[src/rtl/i2s_dual_rx.sv]
module i2s_dual_rx (
  input  logic        clk,
  input  logic        rst_n,
  input  logic [1:0]  wsize_sel,
  input  logic        sec_en,
  input  logic        bclk,
  input  logic        ws,
  input  logic        sd_pri,
  input  logic        sd_sec,
  output logic        frame_valid,
  output logic [31:0] pri_left,
  output logic [31:0] pri_right,
  output logic [31:0] sec_left,
  output logic [31:0] sec_right
);

  logic        bclk_s, bclk_q, ws_s, sdp_s, sds_s, ws_prev;
  logic [5:0]  cnt;
  logic [31:0] shp, shs, hold_pl, hold_sl;
  logic [1:0]  wsel_act;
  logic        sec_act, synced, have_left;

  logic [5:0]  wlen;
  logic        rise, tr, fall_b, rise_ws, take;
  logic [31:0] shp_n, shs_n, word_p, word_s;

  function automatic logic [31:0] justify(input logic [31:0] x, input logic [5:0] n);
    return x << (6'd32 - n);
  endfunction

  assign wlen    = (wsel_act == 2'd0) ? 6'd16 : (wsel_act == 2'd1) ? 6'd24 : 6'd32;
  assign rise    = bclk_s & ~bclk_q;
  assign tr      = rise & (ws_s ^ ws_prev);
  assign fall_b  = tr & ws_prev;
  assign rise_ws = tr & ~ws_prev;
  assign take    = rise & (cnt < wlen);
  assign shp_n   = take ? {shp[30:0], sdp_s} : shp;
  assign shs_n   = (take && sec_act) ? {shs[30:0], sds_s} : shs;
  assign word_p  = justify(shp_n, wlen);
  assign word_s  = sec_act ? justify(shs_n, wlen) : 32'd0;

  always_ff @(posedge clk) begin
    if (!rst_n) begin
      bclk_s      <= 1'b0;
      bclk_q      <= 1'b0;
      ws_s        <= 1'b0;
      sdp_s       <= 1'b0;
      sds_s       <= 1'b0;
      ws_prev     <= 1'b0;
      cnt         <= '0;
      shp         <= '0;
      shs         <= '0;
      hold_pl     <= '0;
      hold_sl     <= '0;
      wsel_act    <= 2'd0;
      sec_act     <= 1'b0;
      synced      <= 1'b0;
      have_left   <= 1'b0;
      frame_valid <= 1'b0;
      pri_left    <= '0;
      pri_right   <= '0;
      sec_left    <= '0;
      sec_right   <= '0;
    end else begin
      frame_valid <= 1'b0;
      bclk_s      <= bclk;
      bclk_q      <= bclk_s;
      ws_s        <= ws;
      sdp_s       <= sd_pri;
      sds_s       <= sd_sec;
      if (rise) begin
        ws_prev <= ws_s;
        cnt     <= tr ? 6'd0 : (take ? cnt + 6'd1 : cnt);
        shp     <= tr ? 32'd0 : shp_n;
        shs     <= tr ? 32'd0 : shs_n;
      end
      if (rise_ws && synced) begin
        hold_pl   <= word_p;
        hold_sl   <= word_s;
        have_left <= 1'b1;
      end
      if (fall_b) begin
        if (synced && have_left) begin
          pri_left    <= hold_pl;
          sec_left    <= hold_sl;
          pri_right   <= word_p;
          sec_right   <= word_s;
          frame_valid <= 1'b1;
        end
        synced    <= 1'b1;
        have_left <= 1'b0;
        wsel_act  <= wsize_sel;
        sec_act   <= sec_en;
      end
    end
  end

endmodule

[config.mk]
export PLATFORM = sky130hd
export DESIGN_NAME = i2s_dual_rx
export DESIGN_NICKNAME = d
export VERILOG_FILES = /design/src/rtl/i2s_dual_rx.sv
export SDC_FILE = /design/constraint.sdc
export NUM_CORES = 1
export LEC_CHECK = 0
export BUFFER_PORTS_ARGS = -buffer_cell sky130_fd_sc_hd__buf_2
export CAP_MARGIN = 5
export CORE_MARGIN = 1
export CORE_UTILIZATION = 40
export DETAILED_ROUTE_END_ITERATION = 10
export PLACE_DENSITY = 0.58
export SETUP_SLACK_MARGIN = 0.1
export SYNTH_ARGS = -nofsm -noshare
export SYNTH_HDL_FRONTEND = slang
export SYNTH_SLANG_ARGS = --single-unit
[constraint.sdc]
create_clock -name clk -period 4.08 [get_ports clk]
set_clock_uncertainty 0.2 [all_clocks]
set_input_delay 0.612 -clock clk [delete_from_list [all_inputs] [get_ports clk]]
set_output_delay 0.612 -clock clk [all_outputs]
set_load 0.1 [all_outputs]
## After elaboration in Yosys (flattened, before gate mapping)

Cells that the tools add are included.
W data, S select, Z words.

- Add/subtract/negate cells: 2
- Reduce and logical (&&, ||, !) cells: 9
- Muxes and demuxes: 10
- Bitwise logic cells: 9
- Order comparisons: 1
- Shift-type cells: 2
- Equal/unequal tests: 1

Operator list:

| kind | number |
|---|---|
| $mux W32 | 5 |
| $shl A32 B6 Y32 | 2 |
| $mux W6 | 4 |
| $add A6 B1 Y6 const B | 1 |
| $lt A6 B6 Y1 | 1 |
| $reduce_and A2 Y1 | 3 |
| $sub A6 B6 Y6 const A | 1 |
| $and A1 B1 Y1 | 5 |
| $logic_and A1 B1 Y1 | 3 |
| $not A1 Y1 | 3 |
| $eq A2 B1 Y1 const B | 1 |
| $logic_not A2 Y1 | 1 |
| $reduce_bool A2 Y1 | 1 |
| $reduce_or A2 Y1 | 1 |
| $mux W1 | 1 |
| $xor A1 B1 Y1 | 1 |

- Output and inout port bits: 129
- Logic and storage cells: 54
- Input bits: 9
- Flip-flop bits (word level): 274

## Depth between registers and ports, before layout

- Depth in word-level cells: 9
- Gate-level depth with buffers: 11
- Depth with buffers taken out: 7

## Worst setup path before layout

No wires, ideal clock.

- Kind: register to register
- From: register wsel_act[1]
- To: register hold_sl[17]
- Cell stages (with the launch flop): 11
- Clock period less this slack: 2.828 ns
- Setup time: 0.069 ns
- Slack: 1.252 ns
- Path buffers: 3
- Arrival: 2.559 ns
- Path through: dfxtp_1 > buf_2 > inv_1 > clkbuf_1 > ha_1 > a21oi_1 > o211a_1 > buf_2 > mux2_2 > a211o_1 > o21ai_1

- Cells in the longest elaborated chain, start to end: 9
- Elaborated cells on any way between the ends: 11
- Those cells by class: 1 x add/sub; 1 x order compare; 1 x eq/ne; 1 x shift; 4 x mux; 1 x bitwise; 2 x reduce/logical

RTL lines:

| what | RTL line | text |
|---|---|---|
| start: declaration | 20 | `logic [1:0] wsel_act;` |
| start signal: assignment | 92 | `wsel_act <= wsize_sel;` |
| $eq A2 B1 Y1 | 31 | `assign wlen = (wsel_act == 2'd0) ? 6'd16 : (wsel_act == 2'd1) ? 6'd24 : 6'd32;` |
| $mux W6 | 31 |  |
| $mux W6 * | 31 |  |
| $lt A6 B6 Y1 | 36 | `assign take = rise & (cnt < wlen);` |
| $and A1 B1 Y1 | 36 |  |
| $logic_and A1 B1 Y1 | 38 | `assign shs_n = (take && sec_act) ? {shs[30:0], sds_s} : shs;` |
| $mux W32 | 38 |  |
| $shl A32 B6 Y32 * | 28 | `return x << (6'd32 - n);` |
| $mux W32 * | 40 | `assign word_s = sec_act ? justify(shs_n, wlen) : 32'd0;` |
| end signal: assignment | 79 | `hold_sl <= word_s;` |
| end: declaration | 19 | `logic [31:0] shp, shs, hold_pl, hold_sl;` |

Every way passes the cells marked *; elsewhere a longest branch is shown, timed or not.
A chain may end at the register's enable or synchronous reset.

## Worst setup path in the final report

- From: register wsel_act[1]
- To: register sec_right[24]

- Cells in the longest elaborated chain, start to end: 9
- Elaborated cells on any way between the ends: 11
- Those cells by class: 1 x add/sub; 1 x order compare; 1 x eq/ne; 1 x shift; 4 x mux; 1 x bitwise; 2 x reduce/logical

RTL lines:

| what | RTL line | text |
|---|---|---|
| $eq A2 B1 Y1 | 31 |  |
| $mux W6 | 31 |  |
| $mux W6 * | 31 |  |
| $lt A6 B6 Y1 | 36 |  |
| $and A1 B1 Y1 | 36 |  |
| $logic_and A1 B1 Y1 | 38 |  |
| $mux W32 | 38 |  |
| $shl A32 B6 Y32 * | 28 |  |
| $mux W32 * | 40 |  |
| end signal: assignment | 87 | `sec_right <= word_s;` |
| end: declaration | 14 | `output logic [31:0] sec_right` |

Marks and branches as above.

==> impl_metrics.toml <==
[clock_network]
tritoncts = "built"
cts_resized = 0
cts_buffers = 29
cts_buffer_depth = 3
h-tree-depth = 1
clockRootBuffer = "clkbuf_16"
cts_sinks = 274
clk_pin_slew_ps = 60
clk_latency_ps = 540
post_cts_buffers = 0
holdBufCountCts = 0

[yosys]
synthDistinctLibCells = 45
yosysMostFrequentCell = "dfxtp_1"
yosys.area.top_type_share = 0.480
synth_compound_area_frac = 0.207
synth_ff_type = "dfxtp_1"
synth_common_cells = "dfxtp_1, nand2_1, mux2i_1"
synth-simple-area-share = 0.166
synthCells = 1218
syn_avg_cell_area_um2 = 9.37
synth-edff-count = 0
syn_nets = 1230
yosysWarnings = 0
muxShareOfSynthArea = 0.0973
synth.area.top_cells = "dfxtp_1, nand2_1, mux2i_1"
synth_xor_xnor_area_share = 0.00460
netlist_area_mm2 = 0.0114
synth_top_family_by_area = "compound AO/OA/AOI/OAI gates"
yosys.area_share.adder = 0.00329
ys_ff_latch = 274
synthArstFlopShare = 0
synth_seq_area_share = 0.480
synth_top_area_cell = "dfxtp_1"

[routing]
first_pass_iters = 5
drc = 0
vias = 9009
viasPerCell = 5.29
ant_nets = 0
wl_per_cell_um = 18.3
drt_iter0_drc = 719
wl_um = 31100

[place]
place_hpwl_um = 21700
place_ws_ps = 966
port_buffers = 137
place.gp.congestion = 0.870
dpl_cell_area_mm2 = 0.0123

[critical_path]
rr_worst_depth = 8
crit_family = "compound AO/OA/AOI/OAI gates"
path_buf_inv = 2
arrival_ps = 3430
endpoint_kind = "register"
reg2reg_to = "sec_right[24]$_SDFFE_PN0P_"
reg2reg_from = "wsel_act[1]$_SDFFE_PN0P_"
cp_cell_sequence = "inv_1 -> ha_1 -> a21oi_1 -> o211a_1 -> buf_4 -> mux2_2 -> a31oi_1 -> a32o_1"
cp_max_fo = 38
crit_type = "reg -> reg"
rrSetupSlack_ps = 920
cpPeakStageDelay_ps = 440
critPathLaunchType = "register"
worst_path_max_delay_cell = "buf_4"
worst-endpoint-required_ps = 4350

[timing]
drv_slew = 0
fin_tns_setup_ps = 0
setup_violations = 0
hold_viol = 0
worst_pin_slew_ps = 977
layout_setup_ws_ps = 922
rsz0062_at_grt = "false"
relSlewSlack = 0.348
layout_worst_path_cycle_share = 0.774
period_needed_ps = 3160
fmax_ghz = 0.317

[grt]
use_met2 = 0.281
grt.busiest_layer = "met1"
grt_max_degree = 111
grtUsageTotal = 0.208
met1_usage = 0.338
globalRoute.totalOverflow = 0
grt_pass1_vias = 8034
antenna_found_initial = 0
grt_use_met3 = 0.0245
grt_pass1_wl_um = 47500

[min_path]
hold_class = "in -> reg"
min_to = "sdp_s$_SDFF_PN0_"
min-delay-start = "sd_pri"
holdPathStages = 2

[status]
outcome = "finished, final reports clean"

[floorplan]
top_level_ports = 138
rows = 61
start_util = 0.409
die_w_um = 171
die_h_um = 171
die-area_mm2 = 0.0292
core_area_mm2 = 0.0279

[job]
maxCapViolations = 0

[layout]
drive_above_1_share = 0.174
area_growth_pct = 15.6
fin_area_mm2 = 0.0132
diodes = 0
final_nets = 1317

[power]
p_per_area_mw_per_mm2 = 404
ir_drop_mv = 0.277
power.leakage_nw = 5.27
==> state kept, by name, summed over array words and instances, names as in the netlist <==
| register | flops |
|---|---|
| hold_pl | 32 |
| hold_sl | 32 |
| pri_left | 32 |
| pri_right | 32 |
| sec_left | 32 |
| sec_right | 32 |
| shp | 32 |
| shs | 32 |
| cnt | 6 |
| wsel_act | 2 |
| bclk_q | 1 |
| bclk_s | 1 |
| frame_valid | 1 |
| have_left | 1 |
| sdp_s | 1 |
| sds_s | 1 |
| sec_act | 1 |
| synced | 1 |
| ws_prev | 1 |
| ws_s | 1 |
==> power breakdown <==
part           total, mW  leakage, nW  internal (mW)  switching (mW)
logic              0.138         2.62         0.0526          0.0856
registers           2.69         2.21           2.68         0.00565
clock network       2.51        0.437           1.46            1.05
==> stage by stage <==
| stage | utilization | std cells | power [mW] | hold slack [ps] |
|---|---|---|---|---|
| 6_report | 0.472 | 1702 | 5.33 | 82.0 |
| 4_1_cts | 0.472 | 1702 | 5.38 | 66.1 |
| 5_1_grt | 0.472 | 1702 | 5.50 | 71.6 |
| 3_3_place_gp | 0.440 | 1652 | 2.88 | 237 |
| 3_5_place_dp | 0.440 | 1652 | 2.88 | 242 |
| 2_1_floorplan | - | 1218 | 2.85 | 225 |
==> worst max-delay path by stage <==
stage | cells after the start | start | slack, ps | end
3_5_place_dp | 8 | wsel_act[1]$_SDFFE_PN0P_ | 970 | hold_sl[24]$_SDFFE_PN0P_
5_1_grt | 8 | wsel_act[1]$_SDFFE_PN0P_ | 750 | hold_sl[16]$_SDFFE_PN0P_
3_3_place_gp | 8 | wsel_act[1]$_SDFFE_PN0P_ | 1000 | sec_right[24]$_SDFFE_PN0P_
2_1_floorplan | 10 | wsel_act[1]$_SDFFE_PN0P_ | 1250 | hold_sl[17]$_SDFFE_PN0P_
6_report | 8 | wsel_act[1]$_SDFFE_PN0P_ | 920 | sec_right[24]$_SDFFE_PN0P_
4_1_cts | 8 | wsel_act[1]$_SDFFE_PN0P_ | 950 | hold_sl[24]$_SDFFE_PN0P_
==> logic make-up after synthesis <==
| family | after synthesis |
|---|---|
| AOI/OAI and AO/OA | 309 |
| xor gates and xnor gates | 6 |
| adders and majority gates | 3 |
| buffers and inverters | 100 |
| DFF | 274 |
| muxes | 109 |
| and+or+nand+nor | 417 |
==> cell type report <==
cell class	count	area, um^2
Clock buffer	42	825
Clock inverter	8	73.8
Fill cell	2759	14700
Inverter	1	3.75
Multi-Input combinational cell	844	5490
Sequential cell	274	5490
Tap cell	378	473
Timing Repair Buffer	155	848
==> layer usage <==
metal	part of all wire	wire length, um
met5	0	0
met4	0.020	608
met3	0.045	1410
met2	0.40	12400
met1	0.54	16700
==> layout by cell type (no fill, tap or decap), types with 9 or more instances in the layout <==
cell type and count:
a21boi_0 81, a21oi_1 9, a22o_1 15, a22oi_1 73
a32o_1 10, buf_2 136, buf_4 17, clkbuf_16 29
dfxtp_1 273, mux2_2 16, mux2i_1 93, nand2_1 258
nand3_1 9, nor2_1 45, nor2b_1 68, o211a_1 34
o21ai_0 38, o2bb2ai_1 27
(Power assumes the default switching activity.)
